### src/rtl/mem_align_pkg.sv
package mem_align_pkg;

  typedef enum logic [2:0] {
    ACC_BYTE_S = 3'b000,
    ACC_HALF_S = 3'b001,
    ACC_WORD   = 3'b010,
    ACC_BYTE_U = 3'b100,
    ACC_HALF_U = 3'b101
  } accCode_e;

  typedef enum logic [1:0] {
    SZ_BYTE = 2'd0,
    SZ_HALF = 2'd1,
    SZ_WORD = 2'd2
  } accSize_e;

  // strobes from control to datapath
  typedef struct packed {
    accSize_e size;
    logic     signExt;
    logic     fault;
  } alignStrobe_t;

endpackage

### src/rtl/mem_align_ctrl.sv
module mem_align_ctrl
  import mem_align_pkg::*;
#(
  parameter int LANES = 4
) (
  input  logic [2:0]               accType,
  input  logic [$clog2(LANES)-1:0] addrLow,
  input  logic                     storeEn,
  output alignStrobe_t             strobe,
  output logic [LANES-1:0]         byteEn
);
  localparam int OFS_W = $clog2(LANES);

  logic     legal;
  logic     aligned;
  accSize_e size;
  logic     signExt;

  always_comb begin
    legal   = 1'b1;
    size    = SZ_WORD;
    signExt = 1'b0;
    case (accType)
      ACC_BYTE_S: begin size = SZ_BYTE; signExt = 1'b1; end
      ACC_BYTE_U: begin size = SZ_BYTE; signExt = 1'b0; end
      ACC_HALF_S: begin size = SZ_HALF; signExt = 1'b1; end
      ACC_HALF_U: begin size = SZ_HALF; signExt = 1'b0; end
      ACC_WORD:   begin size = SZ_WORD; signExt = 1'b0; end
      default:    legal = 1'b0;
    endcase
  end

  always_comb begin
    case (size)
      SZ_BYTE: aligned = 1'b1;
      SZ_HALF: aligned = ~addrLow[0];
      default: aligned = (addrLow == '0);
    endcase
  end

  assign strobe.size    = size;
  assign strobe.signExt = signExt;
  assign strobe.fault   = ~(legal & aligned);

  // lane at offset i drives enable bit LANES-1-i (big-endian)
  for (genvar i = 0; i < LANES; i++) begin : g_lane_en
    localparam logic [OFS_W-1:0] OFS = OFS_W'(i);
    logic hit;
    always_comb begin
      case (size)
        SZ_BYTE: hit = (addrLow == OFS);
        SZ_HALF: hit = (addrLow[OFS_W-1:1] == OFS[OFS_W-1:1]);
        default: hit = 1'b1;
      endcase
    end
    assign byteEn[LANES-1-i] = hit & storeEn & ~strobe.fault;
  end

endmodule

### src/rtl/mem_align_datapath.sv
module mem_align_datapath
  import mem_align_pkg::*;
#(
  parameter int DATA_W = 32
) (
  input  alignStrobe_t                    strobe,
  input  logic [$clog2(DATA_W/8)-1:0]     addrLow,
  input  logic [DATA_W-1:0]               memRdata,
  input  logic [DATA_W-1:0]               regWdata,
  output logic [DATA_W-1:0]               loadData,
  output logic [DATA_W-1:0]               memWdata
);
  localparam int BYTE_W = 8;
  localparam int HALF_W = 2 * BYTE_W;
  localparam int LANES  = DATA_W / BYTE_W;
  localparam int OFS_W  = $clog2(LANES);

  logic [BYTE_W-1:0] laneByte [LANES];
  logic [BYTE_W-1:0] byteVal;
  logic [HALF_W-1:0] halfVal;
  logic [OFS_W-1:0]  hiIdx;
  logic [OFS_W-1:0]  loIdx;

  // offset i maps to the i-th byte counted from the MSB
  for (genvar i = 0; i < LANES; i++) begin : g_rd_lane
    assign laneByte[i] = memRdata[DATA_W-1-BYTE_W*i -: BYTE_W];
  end

  assign hiIdx   = {addrLow[OFS_W-1:1], 1'b0};
  assign loIdx   = {addrLow[OFS_W-1:1], 1'b1};
  assign byteVal = laneByte[addrLow];
  assign halfVal = {laneByte[hiIdx], laneByte[loIdx]};

  always_comb begin
    if (strobe.fault) begin
      loadData = '0;
    end else begin
      case (strobe.size)
        SZ_BYTE: loadData = {{(DATA_W-BYTE_W){strobe.signExt & byteVal[BYTE_W-1]}}, byteVal};
        SZ_HALF: loadData = {{(DATA_W-HALF_W){strobe.signExt & halfVal[HALF_W-1]}}, halfVal};
        default: loadData = memRdata;
      endcase
    end
  end

  // store data repeated on every lane; enables pick the live ones
  for (genvar i = 0; i < LANES; i++) begin : g_wr_lane
    always_comb begin
      case (strobe.size)
        SZ_BYTE: memWdata[BYTE_W*i +: BYTE_W] = regWdata[BYTE_W-1:0];
        SZ_HALF: memWdata[BYTE_W*i +: BYTE_W] = regWdata[BYTE_W*(i%2) +: BYTE_W];
        default: memWdata[BYTE_W*i +: BYTE_W] = regWdata[BYTE_W*i +: BYTE_W];
      endcase
    end
  end

endmodule

### src/rtl/mem_align.sv
module mem_align
  import mem_align_pkg::*;
#(
  parameter int DATA_W = 32
) (
  input  logic                          storeEn,
  input  logic [2:0]                    accType,
  input  logic [$clog2(DATA_W/8)-1:0]   addrLow,
  input  logic [DATA_W-1:0]             memRdata,
  input  logic [DATA_W-1:0]             regWdata,
  output logic [DATA_W-1:0]             loadData,
  output logic [DATA_W-1:0]             memWdata,
  output logic [DATA_W/8-1:0]           byteEn,
  output logic                          misalign
);
  localparam int LANES = DATA_W / 8;

  alignStrobe_t strobe;

  mem_align_ctrl #(.LANES(LANES)) u_ctrl (
    .accType (accType),
    .addrLow (addrLow),
    .storeEn (storeEn),
    .strobe  (strobe),
    .byteEn  (byteEn)
  );

  mem_align_datapath #(.DATA_W(DATA_W)) u_dp (
    .strobe   (strobe),
    .addrLow  (addrLow),
    .memRdata (memRdata),
    .regWdata (regWdata),
    .loadData (loadData),
    .memWdata (memWdata)
  );

  assign misalign = strobe.fault;

endmodule

### config.mk
export PLATFORM = sky130hd
export DESIGN_NAME = mem_align
export DESIGN_NICKNAME = d
export VERILOG_FILES = /design/src/rtl/mem_align_pkg.sv /design/src/rtl/mem_align_ctrl.sv /design/src/rtl/mem_align_datapath.sv /design/src/rtl/mem_align.sv
export SDC_FILE = /design/constraint.sdc
export NUM_CORES = 1
export LEC_CHECK = 0
export ABC_AREA = 1
export CAP_MARGIN = 30
export CORE_MARGIN = 3
export CORE_UTILIZATION = 33
export DETAILED_ROUTE_END_ITERATION = 7
export PLACE_DENSITY = 0.9
export SLEW_MARGIN = 40
export SYNTH_ARGS = -nofsm -noshare
export SYNTH_HDL_FRONTEND = slang
export SYNTH_SLANG_ARGS = --single-unit
### constraint.sdc
create_clock -name vclk -period 3.73
set_input_delay 0.373 -clock vclk [all_inputs]
set_output_delay 0.373 -clock vclk [all_outputs]
set_load 0.02 [all_outputs]
==> flow_summary.yaml <==
routing:
  antenna_left: 0
  routed-wl-met2_um: 3320
  avgViaCountPerCell: 5.08
  drc: 0
  top_layer: "met4"
  drt_pass1_iterations: 5
  met3_length_um: 370
  route.layer.met1.wl_um: 2570
  wl_um: 6390
  drt_first_iter_violations: 115
  post_drt_wl_per_cell_um: 15.5
  vias: 2087
power_and_ir_drop:
  seq_power_share_pct: 0
  cellInternalPower_mw: 0.196
  pwr-share-clk_pct: 0
  leak_nw: 1.11
  worst_voltage_drop_across_the_vdd_grid_mv: 0.0987
  switching_share_pct: 51.7
  pwr-share-comb_pct: 100.0
  p_sw_mw: 0.210
  power_density_nw_per_um2: 153
sta:
  setup-violations-final: 0
  period_minus_slack_ns: 3.34
  hold_ws_ns: 1.73
  grt_setup_unrepaired: "false"
  final-max-slew-violation-count: 0
  slew-limit-headroom_pct: 64.7
  setup_total_negative_slack_ns: 0
  min_period_over_period_pct: 89.5
  fmaxAchievable_ghz: 0.300
  final_hold_violating_endpoints: 0
  tightest_slew_ns: 0.529
global_route:
  grt_start_max_net_pins: 32
  first_global_vias: 2015
  grt_pass1_wl_um: 10100
  grt.total_usage_pct: 24.4
  initial_antenna_violation_count: 0
  overflow: 0
floorplanning:
  top_level_ports: 139
  die_height_um: 70.2
  rows: 22
  start_util_pct: 35.5
  floorplan.die.width_um: 70.2
  overall_die_area_um2: 4930
  coreArea_um2: 3830
worst_hold_path:
  worstHoldPathType: "in2out"
  min-delay-start: "regWdata[0]"
  hold_depth: 2
  worst_hold_path.endpoint: "memWdata[0]"
yosys:
  area_share_of_the_leading_cell_type_in_the_synthesized_netlist_pct: 17.1
  netlist_top_cells_area: "sky130_fd_sc_hd__nand2_1, sky130_fd_sc_hd__nor2_4, sky130_fd_sc_hd__nor2_1, sky130_fd_sc_hd__a22oi_1, sky130_fd_sc_hd__a21oi_1"
  post_syn_area_per_cell_um2: 5.55
  mappedNetlistNets: 315
  post_synth_inst_count: 245
  synth_cell_type_count: 29
  synth.yosys.seq_area_share_pct: 0
  synth_area_um2: 1360
  synth_largest_area_cell: "sky130_fd_sc_hd__nand2_1"
  yosysWarningCount: 0
placement:
  post-dp-hpwl_um: 5310
  port-buffer-count: 139
  placed_cell_area_um2: 2650
  gp_congestion: 0.942
layout:
  mostFrequentLayoutCell: "sky130_fd_sc_hd__clkdlybuf4s50_1"
  design.seq.count: 0
  antenna_cells: 0
  final.clkbuf_count: 0
  top_library_cells_by_usage_in_the_layout_fill_and_taps_aside: "sky130_fd_sc_hd__clkdlybuf4s50_1, sky130_fd_sc_hd__nand2_1, sky130_fd_sc_hd__nor2_1"
  layout-area-overhead-vs-synth_pct: 94.8
  layout-drive-gt1-share_pct: 8.82
  final_nets: 435
  final-seq-area_um2: 0
  design_area_um2: 2650
setup_path:
  cp_data_arrival_time_ns: 2.96
  cp-start-kind: "input pin"
  path_class: "in2out"
  end_kind: "output pin"
  worst-endpoint-required_ns: 3.36
  timing.critical_path.fanout_max: 31
run:
  max_cap_viol_count: 0
run_status:
  status: "complete, no violations"
clocking:
  hold_buffers: 0
  cts.repair.resized: 0
  post_cts_setup_buffers: 0
## stage by stage
stage | worst slack (ns) | total power, mW | instances | utilization, %
floorplan | 1.83 | 0.205 | 245 | -
CTS | 0.435 | 0.406 | 411 | 69.3
global route | 0.214 | 0.431 | 411 | 69.3
finish | 0.392 | 0.406 | 411 | 69.3
global placement | 0.478 | 0.400 | 411 | 69.3
detailed placement | 0.437 | 0.404 | 411 | 69.3
## critical path, stage by stage
cell and delay (ns):
sky130_fd_sc_hd__clkdlybuf4s50_1 0.49, sky130_fd_sc_hd__inv_6 0.24, sky130_fd_sc_hd__nand2_2 0.25, sky130_fd_sc_hd__inv_2 0.13, sky130_fd_sc_hd__nand2_1 0.07, sky130_fd_sc_hd__nand2_1 0.43, sky130_fd_sc_hd__a22oi_1 0.13, sky130_fd_sc_hd__a21oi_1 0.22
sky130_fd_sc_hd__clkdlybuf4s50_1 0.63
## how the worst max path moves through the flow
stage                from            to  slack, ns
2_1_floorplan  addrLow[1]  loadData[10]       1.83
3_3_place_gp   accType[1]  loadData[13]       0.48
3_5_place_dp   accType[1]   loadData[0]       0.44
4_1_cts        accType[1]   loadData[0]       0.43
5_1_grt        accType[1]   loadData[6]       0.21
6_report       accType[1]   loadData[0]       0.39
## power groups by stage
stage          Clock [mW]  Combinational (mW)  Sequential, mW
2_1_floorplan           0               0.205               0
4_1_cts                 0               0.406               0
3_5_place_dp            0               0.404               0
3_3_place_gp            0               0.400               0
6_report                0               0.406               0
5_1_grt                 0               0.431               0
## cell families after synthesis
kind of cell    after synthesis  share of synthesized area [%]
buf+inv                      51                           21.2
compound gates               64                           30.5
simple gates                130                           48.4
## routing by layer
| layer | global-route usage (%) | vias to the layer above |
|---|---|---|
| met1 | 30.3 | 931 |
| met3 | 2.16 | 12 |
| met4 | 4.68 | 0 |
| met5 | 0 | - |
| met2 | 45.5 | 102 |
| li1 | - | 1042 |
## Yosys cell counts (2+ instances only)
master and count:
sky130_fd_sc_hd__nand2_1 62, sky130_fd_sc_hd__nor2_1 38, sky130_fd_sc_hd__inv_1 21, sky130_fd_sc_hd__a21oi_1 17
sky130_fd_sc_hd__a22oi_1 14, sky130_fd_sc_hd__o21ai_0 14, sky130_fd_sc_hd__nor2_4 13, sky130_fd_sc_hd__buf_4 10
sky130_fd_sc_hd__o211ai_1 8, sky130_fd_sc_hd__inv_2 6, sky130_fd_sc_hd__nand3_1 5, sky130_fd_sc_hd__o2111ai_1 5
sky130_fd_sc_hd__buf_6 4, sky130_fd_sc_hd__clkbuf_1 4, sky130_fd_sc_hd__nand2_4 4, sky130_fd_sc_hd__a211oi_1 3
sky130_fd_sc_hd__buf_2 2, sky130_fd_sc_hd__nand2_2 2, sky130_fd_sc_hd__nand3b_1 2, sky130_fd_sc_hd__o22ai_1 2
## area by class of cell
class	instances	area [um2]
inverter	29	119
fill	354	1180
tap	48	60.1
multi-input combinational	194	1070
timing repair buffer	140	1400
(Power assumes the default switching activity.)
